## src/rtl/junction_ctrl.sv

```systemverilog
module junction_ctrl (
  input  logic       clk,
  input  logic       rst,
  input  logic       car_a,
  input  logic       car_b,
  input  logic       parade_req,
  input  logic       resume_req,
  output logic [1:0] light_a,
  output logic [1:0] light_b,
  output logic       parade_on
);

  localparam logic [1:0] GRN = 2'b00;
  localparam logic [1:0] YEL = 2'b01;
  localparam logic [1:0] RED = 2'b10;

  typedef enum logic [1:0] {PH_AG, PH_AY, PH_BG, PH_BY} phase_t;

  phase_t phase, phase_nx;
  logic   mode_nx;

  always_comb begin
    phase_nx = phase;
    case (phase)
      PH_AG: if (!car_a) phase_nx = PH_AY;
      PH_AY: phase_nx = PH_BG;
      PH_BG: if (!car_b && !parade_on) phase_nx = PH_BY;
      PH_BY: phase_nx = PH_AG;
      default: phase_nx = PH_AG;
    endcase
  end

  assign mode_nx = parade_on ? !(resume_req && !parade_req)
                             : (parade_req && !resume_req);

  always_ff @(posedge clk) begin
    if (rst) begin
      phase     <= PH_AG;
      parade_on <= 1'b0;
    end else begin
      phase     <= phase_nx;
      parade_on <= mode_nx;
    end
  end

  assign light_a = (phase == PH_AG) ? GRN : (phase == PH_AY) ? YEL : RED;
  assign light_b = (phase == PH_BG) ? GRN : (phase == PH_BY) ? YEL : RED;


  reset_state_chk: assert property (@(posedge clk)
    rst |=> (light_a == GRN && light_b == RED && !parade_on));


  a_hold_chk: assert property (@(posedge clk) disable iff (rst)
    (light_a == GRN && car_a) |=> light_a == GRN);


  a_yellow_step_chk: assert property (@(posedge clk) disable iff (rst)
    (light_a == YEL) |=> (light_a == RED && light_b == GRN));


  b_yellow_step_chk: assert property (@(posedge clk) disable iff (rst)
    (light_b == YEL) |=> (light_a == GRN && light_b == RED));


  b_hold_chk: assert property (@(posedge clk) disable iff (rst)
    (light_b == GRN && (car_b || parade_on)) |=> light_b == GRN);


  mode_set_chk: assert property (@(posedge clk) disable iff (rst)
    (parade_req && !resume_req) |=> parade_on);


  mode_clear_chk: assert property (@(posedge clk) disable iff (rst)
    (resume_req && !parade_req) |=> !parade_on);


  mode_keep_chk: assert property (@(posedge clk) disable iff (rst)
    (parade_req == resume_req) |=> $stable(parade_on));


  one_red_chk: assert property (@(posedge clk) disable iff (rst)
    (light_a == RED || light_b == RED));

endmodule

```

## config.mk

```make
export PLATFORM = sky130hd
export DESIGN_NAME = junction_ctrl
export DESIGN_NICKNAME = d
export VERILOG_FILES = /design/src/rtl/junction_ctrl.sv
export SDC_FILE = /design/constraint.sdc
export NUM_CORES = 1
export LEC_CHECK = 0
export ABC_AREA = 1
export BUFFER_PORTS_ARGS = -buffer_cell sky130_fd_sc_hd__buf_2
export CAP_MARGIN = 20
export CELL_PAD_IN_SITES_DETAIL_PLACEMENT = 0
export CELL_PAD_IN_SITES_GLOBAL_PLACEMENT = 1
export CORE_AREA = 2 2 39 41
export CTS_CLUSTER_DIAMETER = 30
export DETAILED_ROUTE_END_ITERATION = 12
export DIE_AREA = 0 0 41 43
export PLACE_DENSITY_LB_ADDON = 0.1
export SLEW_MARGIN = 40
export SYNTH_ARGS = -nofsm -noshare
export SYNTH_HDL_FRONTEND = slang
export SYNTH_SLANG_ARGS = --single-unit
```

## constraint.sdc

```tcl
create_clock -name clk -period 2.32 [get_ports clk]
set_input_delay 0.116 -clock clk [delete_from_list [all_inputs] [get_ports clk]]
set_output_delay 0.116 -clock clk [all_outputs]
set_load 0.02 [all_outputs]
```

==> results.toml, run 1 <==
[route]
drc = 0
routed_wl_um = 495
top_layer = "met3"
first_pass_iters = 1
wl_met2_um = 216
viasPerCell = 3.66
routed-via-count = 227
ant_nets = 0
wl_met3_um = 68
wl_per_cell_um = 7.98
drt_iter0_markers = 0
met1_length_um = 210

[floorplan]
die_x_um = 41
die_area_um2 = 1760
initial_core_util_pct = 17.0
fp-row-count = 14
core_area_um2 = 1380
ioPinCount = 11
die_h_um = 43

[clocking]
clock_latency_ps = 230
clock_path_buffers = 2
numCtsBuffers = 3
clkTransAtPathRegs_ps = 40
clockRootBuffer = "clkbuf_4"
tritoncts = "yes"
cts_max_level = 1
cts_setup_buffers = 0
ctsHoldBuffers = 0
clkSinkCount = 3
cts.repair.resized = 0

[timing]
hold_slack_ps = 57.8
maxSlewViolCount = 0
period_share_pct = 57.3
fin_ws_ps = 992
fmax_mhz = 753
setup_violations = 0
period_minus_slack_ps = 1330
worst_slew_pin_slew_ps = 175
tns_ps = 0
max_slew_margin_pct = 88.3
hold_violations = 0
skew_ps = 0.558
rsz0062_at_grt = "no"

[job]
maxCapViolCount = 0

[critical_path]
crit_path_end_kind = "output port"
arrival_ps = 1210
cp.depth = 4
cp_top_family = "flip-flops"
r2r_cells = 8
r2r_start = "phase[0]"
cp_cell_sequence = "inv_1 > ha_1 > nor2_1 > buf_2"
crit_path_start = "phase[0]"
cp_max_fo = 4
slowest_stage = "dfxtp_1"
reg2reg_slack_ps = 1130
critPathMaxStageDelay_ps = 370
cp_data_required_time_ps = 2200
critPathBufInv = 2
reg2reg_to = "phase[0]"
worstSetupPathType = "register to output port"
worst_setup_path_start_kind = "register"

[worst_hold_path]
hp-class = "input pin to register"
whs_endpoint = "parade_on"
whs_path_depth = 2
hold_start = "resume_req"

[global_routing]
grt_max_degree = 6
grt_usage_pct = 7.92
antenna_found_initial = 0
grt_overflow = 0
grt_pass1_wl_um = 855
grt_pass1_vias = 216

[logic_synthesis]
ys.warnings.count = 0
synth_area_um2 = 235
netlist-cell-type-count = 10
synth_top_area_share_pct = 31.9
avgSynthCellArea_um2 = 7.35
synth_cells = 32
yosysTopAreaCell = "ha_1"
yosysSeqAreaShare_pct = 25.5
netlist_top_cells_area = "ha_1, dfxtp_1, inv_1"
syn_nets = 44
ys_ff_latch = 3

[final_layout]
antenna_cells = 0
num-nets-final = 59
drive_gt1_share_pct = 30.4
areaGrowthSynthToFinish_pct = 41.0
final_cell_mix = "buf_2, inv_1, nand2_1, ha_1"
final_common_cell = "buf_2"

[pwr]
p_per_area_nw_per_um2 = 1270
leakagePower_uw = 0.000199
ir_worst_vdd_uv = 426

[place]
io_buffers = 10
globalplace.congestion = 0.620
pre_cts_ws_ps = 1130
dp.final_hpwl_um = 395

[status]
status = "completed"
-- worst reg2reg max path, cell delays in order, from the launching register on --
cell and delay, ps:
dfxtp_1 370, inv_1 110, ha_1 220, nand2_1 120, nand3b_1 90, nand2_1 60, inv_1 30, nand2_1 50
inv_1 30
-- power breakdown --
group          internal, uW  switching, uW
sequential             70.1           21.3
clock                  64.5           27.8
combinational          90.2            147
-- worst max-delay path by stage --
stage,to
2_1_floorplan,light_a[1]
3_3_place_gp,phase[0]
3_5_place_dp,phase[0]
4_1_cts,light_b[1]
5_1_grt,light_b[1]
6_report,light_b[1]
-- through the flow --
| stage | instance area (um2) | utilization (%) | cells | total power (uW) |
|---|---|---|---|---|
| after CTS | 332 | 24.0 | 62 | 435 |
| final | 332 | 24.0 | 62 | 421 |
| after floorplan | 235 | - | 32 | 272 |
| after global routing | 332 | 24.0 | 62 | 474 |
| after detailed placement | 305 | 22.1 | 58 | 334 |
| after global placement | 305 | 22.1 | 58 | 338 |
-- routing by layer --
metal | vias up | global-route usage, %
met4 | 0 | 4.00
met3 | 0 | 7.85
met1 | 92 | 7.67
met2 | 10 | 10.6
met5 | - | 0
li1 | 125 | -
-- state kept, by name, indices dropped and copies added (netlist names) --
name / count
phase: 2
parade_on: 1
-- Yosys cell counts --
cell,number
o21ai_0,1
nand3b_1,1
nor2_1,3
inv_1,7
nand3_1,1
ha_1,6
dfxtp_1,3
a21oi_1,2
o21ai_2,1
nand2_1,7
-- cell type report --
class,count,area [um2]
inverters,7,26.3
fillers,157,1050
multi-input cells,22,149
clock buffers,4,26.3
repair buffers,10,50.0
flip-flops and latches,3,60.1
well taps,16,20.0
-- kinds of logic (layout without fill, tap and decap cells) --
kind of cell    count (synthesis)  after routing  synth area share [%]
fa+ha+maj                       6              6                  31.9
simple gates                   12             12                  21.3
flops                           3              3                  25.5
compound gates                  4              4                  10.1
buf+inv                         7             21                  11.2
Note: power is estimated with default switching activity, not from simulation.
==> run 2: changes to the inputs <==
==> constraint.sdc (replaced) <==
create_clock -name clk -period 1.4 [get_ports clk]
set_input_delay 0.07 -clock clk [delete_from_list [all_inputs] [get_ports clk]]
set_output_delay 0.07 -clock clk [all_outputs]
set_load 0.02 [all_outputs]
==> run 2 against run 1 <==
Effect of this change: clock power grew 69%; global-route usage is 0.80 points higher; sequential share of layout area is 0.61 points lower; clock-buffer cell count unchanged; clock skew grew 3.0 ps; first-iteration DRC count rose by 4; wire length is 9.3% higher; utilization up 1.4 points.
==> results.toml, run 2 (synthesis results as in run 1) <==
[status]
status = "completed"

[critical_path]
slowest_stage = "dfxtp_2"
critPathMaxStageDelay_ps = 340
worst_setup_path_start_kind = "register"
crit_path_end_kind = "output port"
cp_top_family = "flip-flops"
cp_data_required_time_ps = 1330
arrival_ps = 1170
cp_cell_sequence = "inv_1 > ha_1 > nor2_1 > buf_2"
worstSetupPathType = "register to output port"
critPathBufInv = 2
cp_max_fo = 4

[floorplan]
die_x_um = 41
initial_core_util_pct = 17.0
fp-row-count = 14
die_h_um = 43
core_area_um2 = 1380
die_area_um2 = 1760
ioPinCount = 11

[route]
first_pass_iters = 3
wl_per_cell_um = 8.45
drc = 0
routed-via-count = 252
drt_iter0_markers = 4
ant_nets = 0
routed_wl_um = 541
viasPerCell = 3.94

[clocking]
cts_setup_buffers = 0
clockRootBuffer = "clkbuf_4"
tritoncts = "yes"
clkSinkCount = 3
cts_max_level = 1
clock_path_buffers = 2
numCtsBuffers = 3
clkTransAtPathRegs_ps = 40
clock_latency_ps = 230

[timing]
maxSlewViolCount = 0
hold_violations = 0
period_minus_slack_ps = 1240
skew_ps = 3.55
tns_ps = 0
worst_slew_pin_slew_ps = 146
rsz0062_at_grt = "no"
setup_violations = 0
max_slew_margin_pct = 90.1
period_share_pct = 88.2
fmax_mhz = 810

[place]
globalplace.congestion = 0.625
io_buffers = 10
dp.final_hpwl_um = 432
place_inst = 59

[final_layout]
final_common_cell = "buf_2"
final_cells = 64
largest_reg_flops = 2
antenna_cells = 0
num-nets-final = 61
top_register = "phase"
final_cell_mix = "buf_2, inv_1, nand2_1, ha_1"
areaGrowthSynthToFinish_pct = 48.9
reg.largest.list = "phase: 2 flops, parade_on: 1 flops"
drive_gt1_share_pct = 33.3
postLayoutCoreUtil_pct = 25.3

[global_routing]
met1_usage_pct = 8.95
grt_overflow = 0
grt_pass1_vias = 259
grt_pass1_wl_um = 993
grt_use_met3_pct = 6.28
grt_usage_pct = 8.72
grt_max_degree = 5
gr-usage-met2_pct = 12.8
antenna_found_initial = 0
grt-busiest-layer = "met2"

[pwr]
p_per_area_nw_per_um2 = 2090
ir_worst_vdd_uv = 762
leakagePower_uw = 0.000209

[worst_hold_path]
hp-class = "input pin to register"

[job]
maxCapViolCount = 0
## run 2: cell count changes in the layout (fill, tap and decap cells not counted)
cell,before,now
dlygate4sd3_1,0,1
dfxtp_2,0,1
dfxtp_1,3,2
buf_4,0,1
## run 2: path summary, 6_finish.rpt
check             slack [ps]  depth (start not counted)        from    endpoint
hold reg to reg          510                          2   parade_on   parade_on
setup reg to reg         260                          8    phase[0]    phase[0]
hold / removal            90                          3  parade_req   parade_on
setup / recovery         160                          4    phase[0]  light_b[1]
## run 2: tightest hold or removal path, delay by kind of cell
family / cells / cell delay [ps]
buffers and inverters: 1 / 100
AND/OR/NAND/NOR: 1 / 50
AO/OA/AOI/OAI: 1 / 50
## run 2: per-layer routing
| metal | part of all wire (%) | vias up |
|---|---|---|
| li1 | - | 127 |
| met1 | 37 | 111 |
| met2 | 50 | 14 |
| met3 | 13 | 0 |
| met4 | 0 | 0 |
| met5 | 0 | - |
## run 2: cell type report
cell class              instances  area, um2
inverters                       7       26.3
well taps                      16       20.0
clock buffers                   4       26.3
fillers                       166       1030
repair buffers                 12       67.6
flip-flops and latches          3       61.3
multi-input cells              22        149
## run 2: power by group
group	switching [uW]	internal, uW	total [uW]
logic	266	169	434
clock network	48.7	107	156
registers	22.3	119	141
total	337	395	732
## run 2: what timing repair did
item | 4_1_cts | 5_1_grt
setup endpoints to repair | 0 | 1
gates resized for setup | 0 | 1
hold buffers | 1 | 0
hold endpoints to repair | 1 | 0
## run 2: stage by stage
step	setup WS, ps	hold slack (ps)	total power, uW	area, um2
floorplan	300	159	451	235
global placement	204	243	590	313
detailed placement	206	250	582	313
CTS	86.4	79.6	747	349
global route	53.4	117	824	350
finish	165	85.3	732	350
